$ cat src/rtl/gpio_irq_pkg.sv
package gpio_irq_pkg;
  parameter int REG_W  = 32;
  parameter int WAKE_N = 3;
  localparam int SLP_W = $clog2(WAKE_N + 1);

  localparam int B_TRIG  = 0;
  localparam int B_POL   = 1;
  localparam int B_EN    = 3;
  localparam int B_UNM   = 4;
  localparam int B_WAKE  = 5;
  localparam int B_OE    = B_WAKE + WAKE_N;
  localparam int B_OV    = B_OE + 1;
  localparam int B_INLVL = B_OV + 1;
  localparam int B_IRQST = B_INLVL + 1;
  localparam int B_WKST  = B_IRQST + 1;
  localparam int CFG_W   = B_OV + 1;
  localparam int USED_W  = B_WKST + 1;

  typedef enum logic [1:0] {
    POL_HIGH = 2'b00,
    POL_LOW  = 2'b01,
    POL_BOTH = 2'b10,
    POL_RSVD = 2'b11
  } polSel_e;

  typedef struct packed {
    logic              trigLevel;
    polSel_e           pol;
    logic              irqEn;
    logic [WAKE_N-1:0] wakeEn;
  } trigCfg_t;

  typedef struct packed {
    trigCfg_t trig;
    logic     unmask;
    logic     outEn;
    logic     outVal;
  } pinCfg_t;

  typedef struct packed {
    logic setIrq;
    logic setWake;
    logic clrIrq;
    logic clrWake;
  } statStrobe_t;
endpackage

$ cat src/rtl/pin_irq_ctrl.sv
module pin_irq_ctrl
  import gpio_irq_pkg::*;
(
  input  logic             clk,
  input  logic             rstN,
  input  logic             pinLevel,
  input  logic             blockWin,
  input  logic [SLP_W-1:0] sleepState,
  input  trigCfg_t         cfg,
  input  logic             irqClrReq,
  input  logic             wakeClrReq,
  output statStrobe_t      stb
);
  logic prevLevel;
  logic rise;
  logic fall;
  logic hit;
  logic [WAKE_N-1:0] wakeSel;
  logic wakeArm;

  // Last sampled level; tracks even while disabled so enabling never fakes an edge.
  always_ff @(posedge clk or negedge rstN) begin
    if (!rstN) prevLevel <= 1'b0;
    else       prevLevel <= pinLevel;
  end

  assign rise = pinLevel & ~prevLevel;
  assign fall = ~pinLevel & prevLevel;

  always_comb begin
    hit = 1'b0;
    if (!cfg.trigLevel) begin
      case (cfg.pol)
        POL_HIGH: hit = rise;
        POL_LOW:  hit = fall;
        POL_BOTH: hit = rise | fall;
        default:  hit = 1'b0;
      endcase
    end else begin
      case (cfg.pol)
        POL_HIGH: hit = pinLevel;
        POL_LOW:  hit = ~pinLevel;
        default:  hit = 1'b0;
      endcase
    end
  end

  // One wake enable per low-power state; state 0 (running) never arms wake.
  for (genvar k = 0; k < WAKE_N; k++) begin : g_wake
    assign wakeSel[k] = cfg.wakeEn[k] && (sleepState == SLP_W'(k + 1));
  end
  assign wakeArm = |wakeSel;

  always_comb begin
    stb.setIrq  = hit && cfg.irqEn && !blockWin;
    stb.setWake = hit && wakeArm && !blockWin;
    stb.clrIrq  = irqClrReq;
    stb.clrWake = wakeClrReq;
  end
endmodule

$ cat src/rtl/pin_irq_dp.sv
module pin_irq_dp
  import gpio_irq_pkg::*;
(
  input  logic             clk,
  input  logic             rstN,
  input  logic             pinLevel,
  input  logic [CFG_W-1:0] cfgWrData,
  input  logic [CFG_W-1:0] cfgWrStrobe,
  input  statStrobe_t      stb,
  output pinCfg_t          cfg,
  output logic             irqSt,
  output logic             wakeSt,
  output logic [REG_W-1:0] regImage
);
  logic [CFG_W-1:0] cfgBits;

  always_ff @(posedge clk or negedge rstN) begin
    if (!rstN) begin
      cfgBits <= '0;
      irqSt   <= 1'b0;
      wakeSt  <= 1'b0;
    end else begin
      cfgBits <= (cfgBits & ~cfgWrStrobe) | (cfgWrData & cfgWrStrobe);
      // Capture beats clear so an event landing with the clear is not lost.
      irqSt   <= stb.setIrq  | (irqSt  & ~stb.clrIrq);
      wakeSt  <= stb.setWake | (wakeSt & ~stb.clrWake);
    end
  end

  always_comb begin
    cfg.trig.trigLevel = cfgBits[B_TRIG];
    cfg.trig.pol       = polSel_e'(cfgBits[B_POL +: 2]);
    cfg.trig.irqEn     = cfgBits[B_EN];
    cfg.trig.wakeEn    = cfgBits[B_WAKE +: WAKE_N];
    cfg.unmask         = cfgBits[B_UNM];
    cfg.outEn          = cfgBits[B_OE];
    cfg.outVal         = cfgBits[B_OV];
  end

  always_comb begin
    regImage           = '0;
    regImage[B_OV:0]   = cfgBits;
    regImage[B_INLVL]  = pinLevel;
    regImage[B_IRQST]  = irqSt;
    regImage[B_WKST]   = wakeSt;
  end
endmodule

$ cat src/rtl/gpio_pin_irq_slice.sv
module gpio_pin_irq_slice
  import gpio_irq_pkg::*;
(
  input  logic             clk,
  input  logic             rstN,
  input  logic             pinLevel,
  input  logic             blockWin,
  input  logic [SLP_W-1:0] sleepState,
  input  logic [REG_W-1:0] wrData,
  input  logic [REG_W-1:0] wrStrobe,
  output logic [REG_W-1:0] regImage,
  output logic             pending,
  output logic             wakeReq,
  output logic             padOe,
  output logic             padOut
);
  pinCfg_t     cfg;
  statStrobe_t stb;
  logic        irqSt;
  logic        wakeSt;
  logic        irqClrReq;
  logic        wakeClrReq;
  logic        unusedWrBits;

  assign irqClrReq  = wrStrobe[B_IRQST] & wrData[B_IRQST];
  assign wakeClrReq = wrStrobe[B_WKST]  & wrData[B_WKST];

  if (REG_W > USED_W) begin : g_spare
    assign unusedWrBits = ^{wrData[REG_W-1:USED_W], wrStrobe[REG_W-1:USED_W],
                            wrData[B_INLVL], wrStrobe[B_INLVL]};
  end else begin : g_nospare
    assign unusedWrBits = wrData[B_INLVL] ^ wrStrobe[B_INLVL];
  end

  pin_irq_ctrl u_ctrl (
    .clk        (clk),
    .rstN       (rstN),
    .pinLevel   (pinLevel),
    .blockWin   (blockWin),
    .sleepState (sleepState),
    .cfg        (cfg.trig),
    .irqClrReq  (irqClrReq),
    .wakeClrReq (wakeClrReq),
    .stb        (stb)
  );

  pin_irq_dp u_dp (
    .clk         (clk),
    .rstN        (rstN),
    .pinLevel    (pinLevel),
    .cfgWrData   (wrData[CFG_W-1:0]),
    .cfgWrStrobe (wrStrobe[CFG_W-1:0]),
    .stb         (stb),
    .cfg         (cfg),
    .irqSt       (irqSt),
    .wakeSt      (wakeSt),
    .regImage    (regImage)
  );

  assign pending = (irqSt | wakeSt) & cfg.unmask;
  assign wakeReq = wakeSt;
  assign padOe   = cfg.outEn;
  assign padOut  = cfg.outVal;
endmodule

$ cat config.mk
export PLATFORM = sky130hd
export DESIGN_NAME = gpio_pin_irq_slice
export DESIGN_NICKNAME = d
export VERILOG_FILES = /design/src/rtl/gpio_irq_pkg.sv /design/src/rtl/pin_irq_ctrl.sv /design/src/rtl/pin_irq_dp.sv /design/src/rtl/gpio_pin_irq_slice.sv
export SDC_FILE = /design/constraint.sdc
export NUM_CORES = 1
export LEC_CHECK = 0
export ABC_AREA = 1
export BUFFER_PORTS_ARGS = -buffer_cell sky130_fd_sc_hd__buf_2
export CAP_MARGIN = 0
export CORE_ASPECT_RATIO = 0.9
export CORE_MARGIN = 4
export CORE_UTILIZATION = 31
export DETAILED_ROUTE_END_ITERATION = 7
export HOLD_SLACK_MARGIN = 0.03
export PLACE_DENSITY_LB_ADDON = 0.05
export RECOVER_POWER = 50
export REMOVE_ABC_BUFFERS = 1
export SETUP_SLACK_MARGIN = 0.15
export SLEW_MARGIN = 20
export SYNTH_ARGS = -nofsm -noshare
export SYNTH_HDL_FRONTEND = slang
export SYNTH_SLANG_ARGS = --single-unit
$ cat constraint.sdc
create_clock -name clk -period 1.6 [get_ports clk]
set_clock_uncertainty 0.15 [all_clocks]
set_input_delay 0.16 -clock clk [delete_from_list [all_inputs] [get_ports clk]]
set_output_delay 0.16 -clock clk [all_outputs]
set_load 0.05 [all_outputs]
Yosys cells after proc, flatten, opt, wreduce, memory -nomap -nowiden --
Cells that the tools add are included.
Cells by class: shift operators 0, divide/modulo/power cells 0, multipliers 0, reductions and logical operators 10, $lt $le $gt $ge 0, equal/unequal tests 5, multiplexer cells 3, bitwise gates (word level) 19, add/sub/neg operators 0
Operators by type and width (count):
- $and A10 B10 Y10 | 2
- $not A10 Y10 | 1
- $or A10 B10 Y10 | 1
- $and A1 B1 Y1 | 7
- $logic_and A1 B1 Y1 | 7
- $eq A2 B2 Y1 const B | 3
- $eq A2 B1 Y1 const B | 2
- $not A1 Y1 | 4
- $or A1 B1 Y1 | 4
- $pmux W1 S3 | 1
- $reduce_or A3 Y1 | 1
- $logic_not A2 Y1 | 1
- $pmux W1 S2 | 1
- $logic_not A1 Y1 | 1
- $mux W1 | 1
Storage, ports and cells: logic and storage cells 41, input port bits 70, flip-flop bits (word level) 13, ROM bits 0, RAM bits 0, latch bits 0, output and inout bits 36, memories 0

Depth between registers and ports, before layout --
Gate-level depths: netlist of the first run.
depth in word-level cells 8, mapped depth 7, depth with buffers taken out 7

Modules after synthesis --
From an unflattened synthesis of the first run, not the netlist that was laid out.
Unflattened totals: cell total of the unflattened synthesis 129, area, all modules 915.9 sq um
By module, submodules not included:
- pin_irq_dp | cells an instance 93, seq. area each 300.3 sq um, area each 724.4 sq um, times used 1
- pin_irq_ctrl | cells an instance 29, seq. area each 25.0 sq um, area each 165.2 sq um, times used 1
- gpio_pin_irq_slice | cells an instance 7, seq. area each 0.0 sq um, area each 26.3 sq um, times used 1

Worst setup path before layout of the first run --
Ideal clock, no wire load.
kind register to output, start register u_dp.wakeSt, end output port pending, data arrival time 1.395 ns, data required time 1.290 ns, path buffers 0, path slack -0.105 ns, stages on the path, launching flop included 3, cells stage by stage dfrtp_1 -> nor2_1 -> nor2_1
Between the ends: word-level cells in the longest chain between the ends 2
RTL lines:
- start: declaration | RTL line pin_irq_dp.sv:12 | output logic wakeSt,
- start signal: assignment | RTL line pin_irq_dp.sv:26 | wakeSt <= stb.setWake | (wakeSt & ~stb.clrWake);
- $or A1 B1 Y1 | RTL line gpio_pin_irq_slice.sv:60 | assign pending = (irqSt | wakeSt) & cfg.unmask;
- $and A1 B1 Y1 | RTL line gpio_pin_irq_slice.sv:60
- end: declaration | RTL line gpio_pin_irq_slice.sv:12 | output logic pending,
No other way between the ends.

Final worst setup path of the first run --
Same ends and word-level chain as after synthesis.

==> results of run 1 <==
## logic make-up after synthesis
group	Yosys count
buffers and inverters	35
adders and majority gates	2
and+or+nand+nor	28
DFF	13
AOI/OAI and AO/OA	7
other	1
muxes	5
## routing by layer
layer,GRT usage [%],up-vias,wire [um]
li1,-,385,-
met1,11.41,341,673
met2,21.30,35,968
met3,4.872,2,194
met4,2.477,0,12
met5,0,-,0
## stage by stage
stage / hold slack [ns] / power, W / TNS (ns)
2_1_floorplan: -0.2856 / 0.0007237 / -0.4119
3_3_place_gp: -0.07603 / 0.0008349 / 0
3_5_place_dp: -0.07868 / 0.0008398 / 0
4_1_cts: 0.1619 / 0.001099 / 0
5_1_grt: 0.2811 / 0.001154 / 0
6_report: 0.2210 / 0.001084 / 0
## layout make-up
| class | count | share of cell area, % |
|---|---|---|
| Timing Repair Buffer | 73 | 40.06 |
| Tap cell | 28 | 2.840 |
| Sequential cell | 13 | 26.37 |
| Inverter | 11 | 3.347 |
| Clock buffer | 4 | 2.130 |
| Multi-Input combinational cell | 61 | 25.25 |
## worst paths after layout
| kind | depth (start not counted) | to | from | slack [ns] |
|---|---|---|---|---|
| max reg2reg | 6 | u_dp.wakeSt | u_ctrl.prevLevel | 0.32 |
| min | 6 | u_dp.irqSt | pinLevel | 0.22 |
| min in group asynchronous | 2 | async pin | rstN | 0.29 |
| max | 3 | pending | u_dp.wakeSt | 0.25 |
| min reg2reg | 1 | flip-flop | flip-flop | 0.38 |
| max in group asynchronous | 2 | u_ctrl.prevLevel | rstN | 0.56 |
## power by group through the flow
stage          combinational (W)  sequential [W]  clock (W)
2_1_floorplan           0.000172        0.000551          0
3_3_place_gp            0.000439        0.000396          0
3_5_place_dp            0.000442        0.000398          0
4_1_cts                 0.000493        0.000391   0.000215
5_1_grt                 0.000522        0.000397   0.000235
6_report                0.000489        0.000391   0.000205
## critical path: cells and delay by family (launching register included)
family / cells / cell delay [ns]
simple gates: 2 / 0.13
buf+inv: 1 / 0.26
flops: 1 / 0.38
## cell usage in the layout (no fill, tap or decap), drive strengths merged
| master | netlist | layout |
|---|---|---|
| nor2 | 4 | 4 |
| nand2 | 15 | 15 |
| buf | 24 | 41 |
| inv | 11 | 11 |
| ha | 2 | 2 |
| dfrtp | 13 | 13 |
| dlygate4sd3 | 0 | 27 |
| mux2 | 5 | 5 |
| clkbuf | 0 | 9 |
| o21ai | 7 | 7 |
| conb | 1 | 19 |
| nand4 | 1 | 1 |
| nand3 | 8 | 8 |
## repair_timing
item	CTS	global route
setup endpoints to repair	0	1
gates resized for setup	0	0
hold endpoints to repair	26	1
hold buffers	27	1
==> reports/qor.csv, run 1 <==
stage;metric;value;unit
clock_network;clock root buffer;clkbuf_4;
final_layout;diodes inserted;0;
drt;First-pass DRT Iterations;2;
synth;Synth area leader;dfrtp_1;
final_layout;Filler cells;247;
floorplanning;Die Span X;61.24;um
synth;Post-synth top cells;buf_4 (24), nand2_1 (14), dfrtp_1 (13);
synth;Synth Area in Compound Gates;4.905;%
grt;largest net degree at the start of global routing;14;
final_layout;post-layout net count;235;
synth;EDFF count, synth;0;
synth;post-synthesis simple-gate area fraction;15.19;%
drt;routed vias;763;
synth;Synth Warn #;0;
drt;Routed WL;1849;um
synth;largest family of logic cells by synthesized area;buffers and inverters;
timing;Tightest Pin Transition;0.7088;ns
critical_path;CP cell instances;nor2_1 > nor2_1 > buf_2;
power_and_ir_drop;leakage power;0.6804;nW
critical_path;Crit Path Max Fanout;4;
synth;mux contribution to synthesized area;7.120;%
critical_path;Setup crit start kind;flip-flop;
clock_network;CTS max path bufs;2;
floorplanning;IO Pins;106;
synth;syn avg cell area;8.690;um2
final_layout;area delta synth->final;56.01;%
power_and_ir_drop;sequential power share;36.0;%
synth;Seq/Total Area, Yosys;41.14;%
clock_network;post-CTS setup buffers;0;
place;Place WS;0.3181;ns
timing;Final Cycle Share;84.62;%
synth;Mapped Cells;91;
grt;vias in the first global route;732;
synth;fraction of registers with async set/reset;100.0;%
grt;antenna violations before repair;0;
timing;worst setup margin;0.2461;ns
final_layout;fin area;0.001234;mm2
critical_path;slowest stage delay, CP;0.38;ns
synth;post-synthesis adder-cell area fraction;3.165;%
power_and_ir_drop;Comb power frac;45.1;%
worst_hold_path;Hold Path Class;primary input to flip-flop;
outcome;outcome;finished, final reports clean;
place;IO Port Bufs;46;
final_layout;Reg area;325.3;um2
synth;count leader, synth;buf_4;
drt;initial drt markers;13;
power_and_ir_drop;Sw Share;45.25;%
grt;Remaining Overflow, GRT;0;
grt;gr usage total;11.50;%
final_layout;final non-filler cell total;190;
critical_path;slowest cell on the critical path;dfrtp_1;
timing;FMAX;0.7386;GHz
timing;unrepaired setup endpoints after global routing;no;
clock_network;H-Tree Level Count;1;
synth;Synth Register Bits;13;
final_layout;fraction of layout cells with a size suffix above 1;32.10;%
floorplanning;initial core utilization;32.33;%
timing;final setup fails;0;
critical_path;WP data arrival;1.04;ns
final_layout;Finished Core Util;50.43;%
critical_path;Worst path most repeated cell;nor2_1;
drt;Via density;4.016;
final_layout;multi-input logic area;311.5;um2
floorplanning;die area;0.003424;mm2
flow_run;Max Cap Viol;0;
place;post-DP HPWL;1318;um
drt;DR WL/cell;9.732;um
synth;synth unique cells;14;
place;placed cell count;159;
place;Area after DPL;943.4;um2
floorplanning;Chip Height;55.92;um
synth;XOR/XNOR share of the synthesized area;0;%
power_and_ir_drop;Peak supply drop;0.0006732;V
clock_network;worst skew pair latency;0.27;ns
timing;final hold vios;0;
critical_path;CP endpoint kind;primary output;
drt;Final ANT Viol Nets;0;
critical_path;Setup Crit Path Kind;flip-flop to primary output;
clock_network;CTS Buf Count;3;
power_and_ir_drop;PwrDens;878.7;mW/mm2
synth;top cell type's share of synthesized area;41.14;%
synth;predominant post-synthesis flop cell;dfrtp_1;
drt;number of remaining DRC errors;0;
place;gpl congestion;0.7063;
grt;first-pass GRT wire length;2960;um
timing;normalized max-slew margin;52.75;%
timing;max-slew violations;0;
synth;Synth Cell Area;790.8;um2
synth;Synth area leaders;dfrtp_1 (41%), buf_4 (23%), mux2_2 (7.1%), nand2_1 (6.6%), nand3_1 (5.1%);
clock_network;clock sink count;13;
clock_network;CTS tree;yes;
critical_path;WP data required;1.29;ns
power_and_ir_drop;Int Pwr;0.0005935;W
power_and_ir_drop;Sw Pwr;0.0004906;W
power_and_ir_drop;clock share of power;18.9;%
clock_network;clock slew at reported path FFs;0.08;ns
floorplanning;FP Rows;17;
timing;minimum clock period after layout;1.354;ns
floorplanning;Core Area;0.002446;mm2
(Power assumes the default switching activity.)
==> run 2, diff against run 1 <==
--- a/config.mk
+++ b/config.mk
@@ -10,7 +10,7 @@
 export CAP_MARGIN = 0
 export CORE_ASPECT_RATIO = 0.9
 export CORE_MARGIN = 4
-export CORE_UTILIZATION = 31
+export CORE_UTILIZATION = 28
 export DETAILED_ROUTE_END_ITERATION = 7
 export HOLD_SLACK_MARGIN = 0.03
 export PLACE_DENSITY_LB_ADDON = 0.05
==> constraint.sdc (replaced) <==
create_clock -name clk -period 1.1 [get_ports clk]
set_clock_uncertainty 0.15 [all_clocks]
set_input_delay 0.11 -clock clk [delete_from_list [all_inputs] [get_ports clk]]
set_output_delay 0.11 -clock clk [all_outputs]
set_load 0.05 [all_outputs]
==> run 2 against run 1 <==
  * The flow now finishes with violations (hold timing, setup timing)
  * Highest routed layer unchanged
  * Critical path depth unchanged
  * Setup slack worse by 0.42 ns
  * Die area increased by 9.2%
  * Combinational power grew 66%
  * Largest power group unchanged
  * Largest cell class unchanged
  * Critical endpoint unchanged
==> reports/qor.csv, run 2 (synthesized netlist as in run 1, its figures left out) <==
stage;metric;value;unit
timing;worst setup margin;-0.1755;ns
grt;Remaining Overflow, GRT;0;
critical_path;WP data required;0.84;ns
critical_path;Setup Crit Path Kind;flip-flop to primary output;
critical_path;slowest stage delay, CP;0.40;ns
timing;Final Cycle Share;116.0;%
worst_hold_path;hold wc startpoint;wrData[9];
critical_path;R2R Path End;u_dp.irqSt;
timing;FMAX;0.7840;GHz
clock_network;cts hold-fix bufs;16;
final_layout;final non-filler cell total;196;
timing;max-slew violations;0;
timing;hold slack final;-0.08204;ns
critical_path;Setup crit start kind;flip-flop;
clock_network;H-Tree Level Count;1;
clock_network;clock sink count;13;
floorplanning;initial core utilization;29.02;%
critical_path;Crit Path Max Fanout;4;
place;post-DP HPWL;1364;um
critical_path;WP data arrival;1.02;ns
final_layout;post-layout net count;229;
drt;First-pass DRT Iterations;4;
floorplanning;Die Span X;64.02;um
timing;minimum clock period after layout;1.276;ns
timing;final hold vios;6;
critical_path;worst reg2reg path startpoint;u_ctrl.prevLevel;
clock_network;CTS max path bufs;2;
clock_network;clock slew at reported path FFs;0.08;ns
critical_path;CP cell instances;nor2_1 > nor2_1 > buf_6;
worst_hold_path;Worst Hold Depth;2;
place;IO Port Bufs;46;
power_and_ir_drop;PwrDens;1297;mW/mm2
drt;Routed WL;1902;um
power_and_ir_drop;leakage power;0.7024;nW
drt;routed vias;740;
power_and_ir_drop;Peak supply drop;0.0007073;V
clock_network;CTS tree;yes;
grt;antenna violations before repair;0;
critical_path;depth of the most critical reg-to-reg path;6;
floorplanning;FP Rows;18;
drt;Via density;3.776;
grt;gr usage total;10.57;%
flow_run;Max Cap Viol;0;
grt;vias in the first global route;746;
floorplanning;IO Pins;106;
critical_path;slowest cell on the critical path;dfrtp_1;
drt;initial drt markers;5;
final_layout;diodes inserted;0;
place;placed cell count;174;
floorplanning;die area;0.003739;mm2
final_layout;commonest non-fill, non-tap cell in the layout;buf_2;
critical_path;Worst R2R Setup Slack;-0.14;ns
timing;unrepaired setup endpoints after global routing;yes;
worst_hold_path;Hold Path Class;primary input to flip-flop;
final_layout;area delta synth->final;63.92;%
drt;number of remaining DRC errors;0;
outcome;outcome;finished, violations left;
critical_path;CP endpoint kind;primary output;
critical_path;Worst path most repeated cell;nor2_1;
floorplanning;Core Area;0.002725;mm2
timing;final setup fails;15;
final_layout;commonest cells after routing, fill and taps aside;buf_2 (29), conb_1 (19), dlygate4sd3_1 (16), buf_6 (16), nand2_1 (14);
final_layout;fraction of layout cells with a size suffix above 1;42.31;%
floorplanning;Chip Height;58.42;um
place;Place WS;-0.1472;ns
clock_network;CTS Buf Count;3;
place;gpl congestion;0.6294;
clock_network;worst skew pair latency;0.27;ns
outcome;failing checks;hold timing, setup timing;
drt;Final ANT Viol Nets;0;
grt;first-pass GRT wire length;3111;um
clock_network;clock root buffer;clkbuf_4;
grt;largest net degree at the start of global routing;14;
drt;DR WL/cell;9.704;um
## run 2: timing repair
action	CTS	global route
pin swaps	3	0
setup buffers	2	0
resized for setup	30	12
endpoints found under the hold margin	26	6
endpoints found under the setup margin	19	26
## run 2: metrics by stage
step | area, um2 | setup TNS [ns] | utilization (%) | hold WS (ns) | power, W
CTS | 1267 | -1.092 | 46.51 | -0.09807 | 0.001664
finish | 1296 | -0.7508 | 47.57 | -0.08204 | 0.001682
floorplan | 678.2 | -2.615 | - | -0.3356 | 0.001053
global placement | 980.9 | -0.2690 | 36.00 | -0.1254 | 0.001228
global route | 1296 | -1.650 | 47.57 | -0.09279 | 0.001775
detailed placement | 980.9 | -0.2890 | 36.00 | -0.1324 | 0.001231
## run 2: worst max-delay path by stage
stage / start / to / cells after the start
CTS: u_dp.wakeSt / pending / 3
finish: u_dp.wakeSt / pending / 3
global route: u_ctrl.prevLevel / u_dp.irqSt / 6
detailed placement: u_ctrl.prevLevel / u_dp.wakeSt / 6
floorplan: u_dp.wakeSt / pending / 2
global placement: u_ctrl.prevLevel / u_dp.wakeSt / 6
## run 2: area by class of cell
type	count	area, um2
Sequential cell	13	327.8
Inverter	11	41.29
Timing Repair Buffer	67	535.5
Multi-Input combinational cell	61	315.3
Fill cell	265	1429
Tap cell	40	50.05
Clock buffer	4	26.28
## run 2: power by group
part | internal [W] | switching [W]
combinational | 0.000285 | 0.000528
clock | 0.000140 | 0.000145
sequential | 0.000530 | 0.0000540
total | 0.000955 | 0.000727
## run 2: per-layer routing
metal,global-route usage [%],vias to the layer above,share of wire [%]
met5,0,-,0
met2,18.41,44,48
li1,-,373,-
met1,12.11,321,40
met3,4.198,2,12
met4,2.769,0,0.74
## run 2: worst max-delay path: cells and delay by family, from the launching register on
kind	cells	cell delay, ns
DFF	1	0.40
buffers and inverters	1	0.17
and+or+nand+nor	2	0.17
==> run 3, diff against run 2 <==
--- a/config.mk
+++ b/config.mk
@@ -15,7 +15,6 @@
 export HOLD_SLACK_MARGIN = 0.03
 export PLACE_DENSITY_LB_ADDON = 0.05
 export RECOVER_POWER = 50
-export REMOVE_ABC_BUFFERS = 1
 export SETUP_SLACK_MARGIN = 0.15
 export SLEW_MARGIN = 20
 export SYNTH_ARGS = -nofsm -noshare
==> run 3 against run 2 <==
  * The run still ends with hold timing, setup timing left
  * First-iteration DRC count stayed put
  * Total power is 2.7% higher
  * Global-route usage is 0.31 points lower
  * Combinational power is 3.2% higher
  * Non-clock buffer count is 1 lower
  * Setup slack better by 0.0049 ns
  * Critical endpoint unchanged
  * Highest routed layer is now met3
==> reports/qor.csv, run 3 (synthesized netlist as in run 1, its figures left out) <==
stage;metric;value;unit
floorplanning;initial core utilization;29.02;%
floorplanning;Chip Height;58.42;um
place;gpl congestion;0.6907;
drt;routed vias;737;
critical_path;Setup crit start kind;flip-flop;
timing;worst setup margin;-0.1707;ns
drt;DR WL/cell;9.492;um
clock_network;clock root buffer;clkbuf_4;
floorplanning;FP Rows;18;
final_layout;commonest cells after routing, fill and taps aside;buf_2 (29), conb_1 (19), dlygate4sd3_1 (16), nand2_1 (14), buf_6 (13);
final_layout;Filler cells;267;
drt;wire length on met1;735;um
clock_network;CTS max path bufs;2;
timing;setup TNS;-0.9906;ns
outcome;outcome;finished, violations left;
drt;Final ANT Viol Nets;0;
outcome;failing checks;hold timing, setup timing;
grt;antenna violations before repair;0;
place;Place WS;-0.1407;ns
critical_path;Setup Crit Path Kind;flip-flop to primary output;
clock_network;worst skew pair latency;0.27;ns
critical_path;WP data required;0.84;ns
floorplanning;Die Span X;64.02;um
critical_path;CP endpoint kind;primary output;
power_and_ir_drop;Tot Pwr;0.001726;W
critical_path;WP data arrival;1.01;ns
timing;final hold vios;6;
drt;metal2 WL;893;um
timing;unrepaired setup endpoints after global routing;yes;
critical_path;Crit Path Max Fanout;2;
power_and_ir_drop;leakage power;0.6919;nW
place;IO Port Bufs;46;
drt;Via density;3.779;
grt;first-pass GRT wire length;3042;um
final_layout;post-layout net count;228;
flow_run;Max Cap Viol;0;
floorplanning;die area;0.003739;mm2
floorplanning;IO Pins;106;
timing;FMAX;0.7870;GHz
final_layout;diodes inserted;0;
final_layout;fraction of layout cells with a size suffix above 1;49.03;%
final_layout;Reg area;339.1;um2
timing;final setup fails;17;
clock_network;CTS tree;yes;
clock_network;clock sink count;13;
drt;Routed WL;1851;um
place;placed cell count;173;
worst_hold_path;Hold Path Class;primary input to flip-flop;
floorplanning;Core Area;0.002725;mm2
timing;hold slack final;-0.08193;ns
clock_network;H-Tree Level Count;1;
clock_network;clock slew at reported path FFs;0.08;ns
final_layout;multi-input logic area;326.6;um2
place;post-DP HPWL;1421;um
drt;number of remaining DRC errors;0;
final_layout;final non-filler cell total;195;
timing;max-slew violations;0;
grt;Remaining Overflow, GRT;0;
power_and_ir_drop;PwrDens;1305;mW/mm2
grt;gr usage total;10.26;%
grt;vias in the first global route;727;
final_layout;commonest non-fill, non-tap cell in the layout;buf_2;
clock_network;CTS Buf Count;3;
grt;largest net degree at the start of global routing;14;
power_and_ir_drop;Peak supply drop;0.0005979;V
final_layout;area delta synth->final;67.25;%
drt;top routing layer in use;met3;
clock_network;cts hold-fix bufs;16;
timing;minimum clock period after layout;1.271;ns
drt;routed wl met3;222;um
drt;initial drt markers;5;
drt;First-pass DRT Iterations;2;
timing;Final Cycle Share;115.5;%
-- run 3: per-stage QoR --
step           cell area [um2]  utilization, %
2_1_floorplan            898.4               -
3_3_place_gp             994.7           36.50
3_5_place_dp             994.7           36.50
4_1_cts                   1297           47.61
5_1_grt                   1323           48.53
6_report                  1323           48.53
-- run 3: final cells by class --
type / count / area share, %
Clock buffer: 4 / 1.987
Inverter: 11 / 3.122
Multi-Input combinational cell: 61 / 24.69
Sequential cell: 13 / 25.64
Tap cell: 40 / 3.784
Timing Repair Buffer: 66 / 40.78
-- run 3: where the power goes --
group | switching [W] | internal, W
logic | 0.000535 | 0.000303
clock network | 0.000152 | 0.000140
registers | 0.0000597 | 0.000536
total | 0.000747 | 0.000980
-- run 3: worst max-delay path, cell delays in order, from the launching register on --
cell     delay, ns
dfrtp_2       0.44
nor2_4        0.13
nor2_4        0.04
buf_6         0.14
-- run 3: repair_timing --
action	in CTS	in global routing
buffers inserted	2	0
endpoints found under the hold margin	26	6
resized for setup	32	8
pin swaps	2	1
endpoints found under the setup margin	18	23
-- run 3: final timing paths --
path | slack (ns) | cells past startpoint | start | endpoint
max | -0.17 | 3 | u_dp.wakeSt | pending
min | -0.08 | 2 | wrData[6] | flip-flop
max reg2reg | -0.15 | 6 | u_ctrl.prevLevel | u_dp.wakeSt
min reg2reg | 0.41 | 1 | flip-flop | flip-flop
max in group asynchronous | 0.39 | 2 | rstN | async pin
min in group asynchronous | 0.13 | 2 | rstN | async pin
-- run 3: per-layer routing --
| metal | track usage (%) | vias up |
|---|---|---|
| met4 | 0.9231 | 0 |
| met1 | 11.10 | 322 |
| met5 | 0 | - |
| met2 | 18.26 | 38 |
| li1 | - | 377 |
| met3 | 5.725 | 0 |
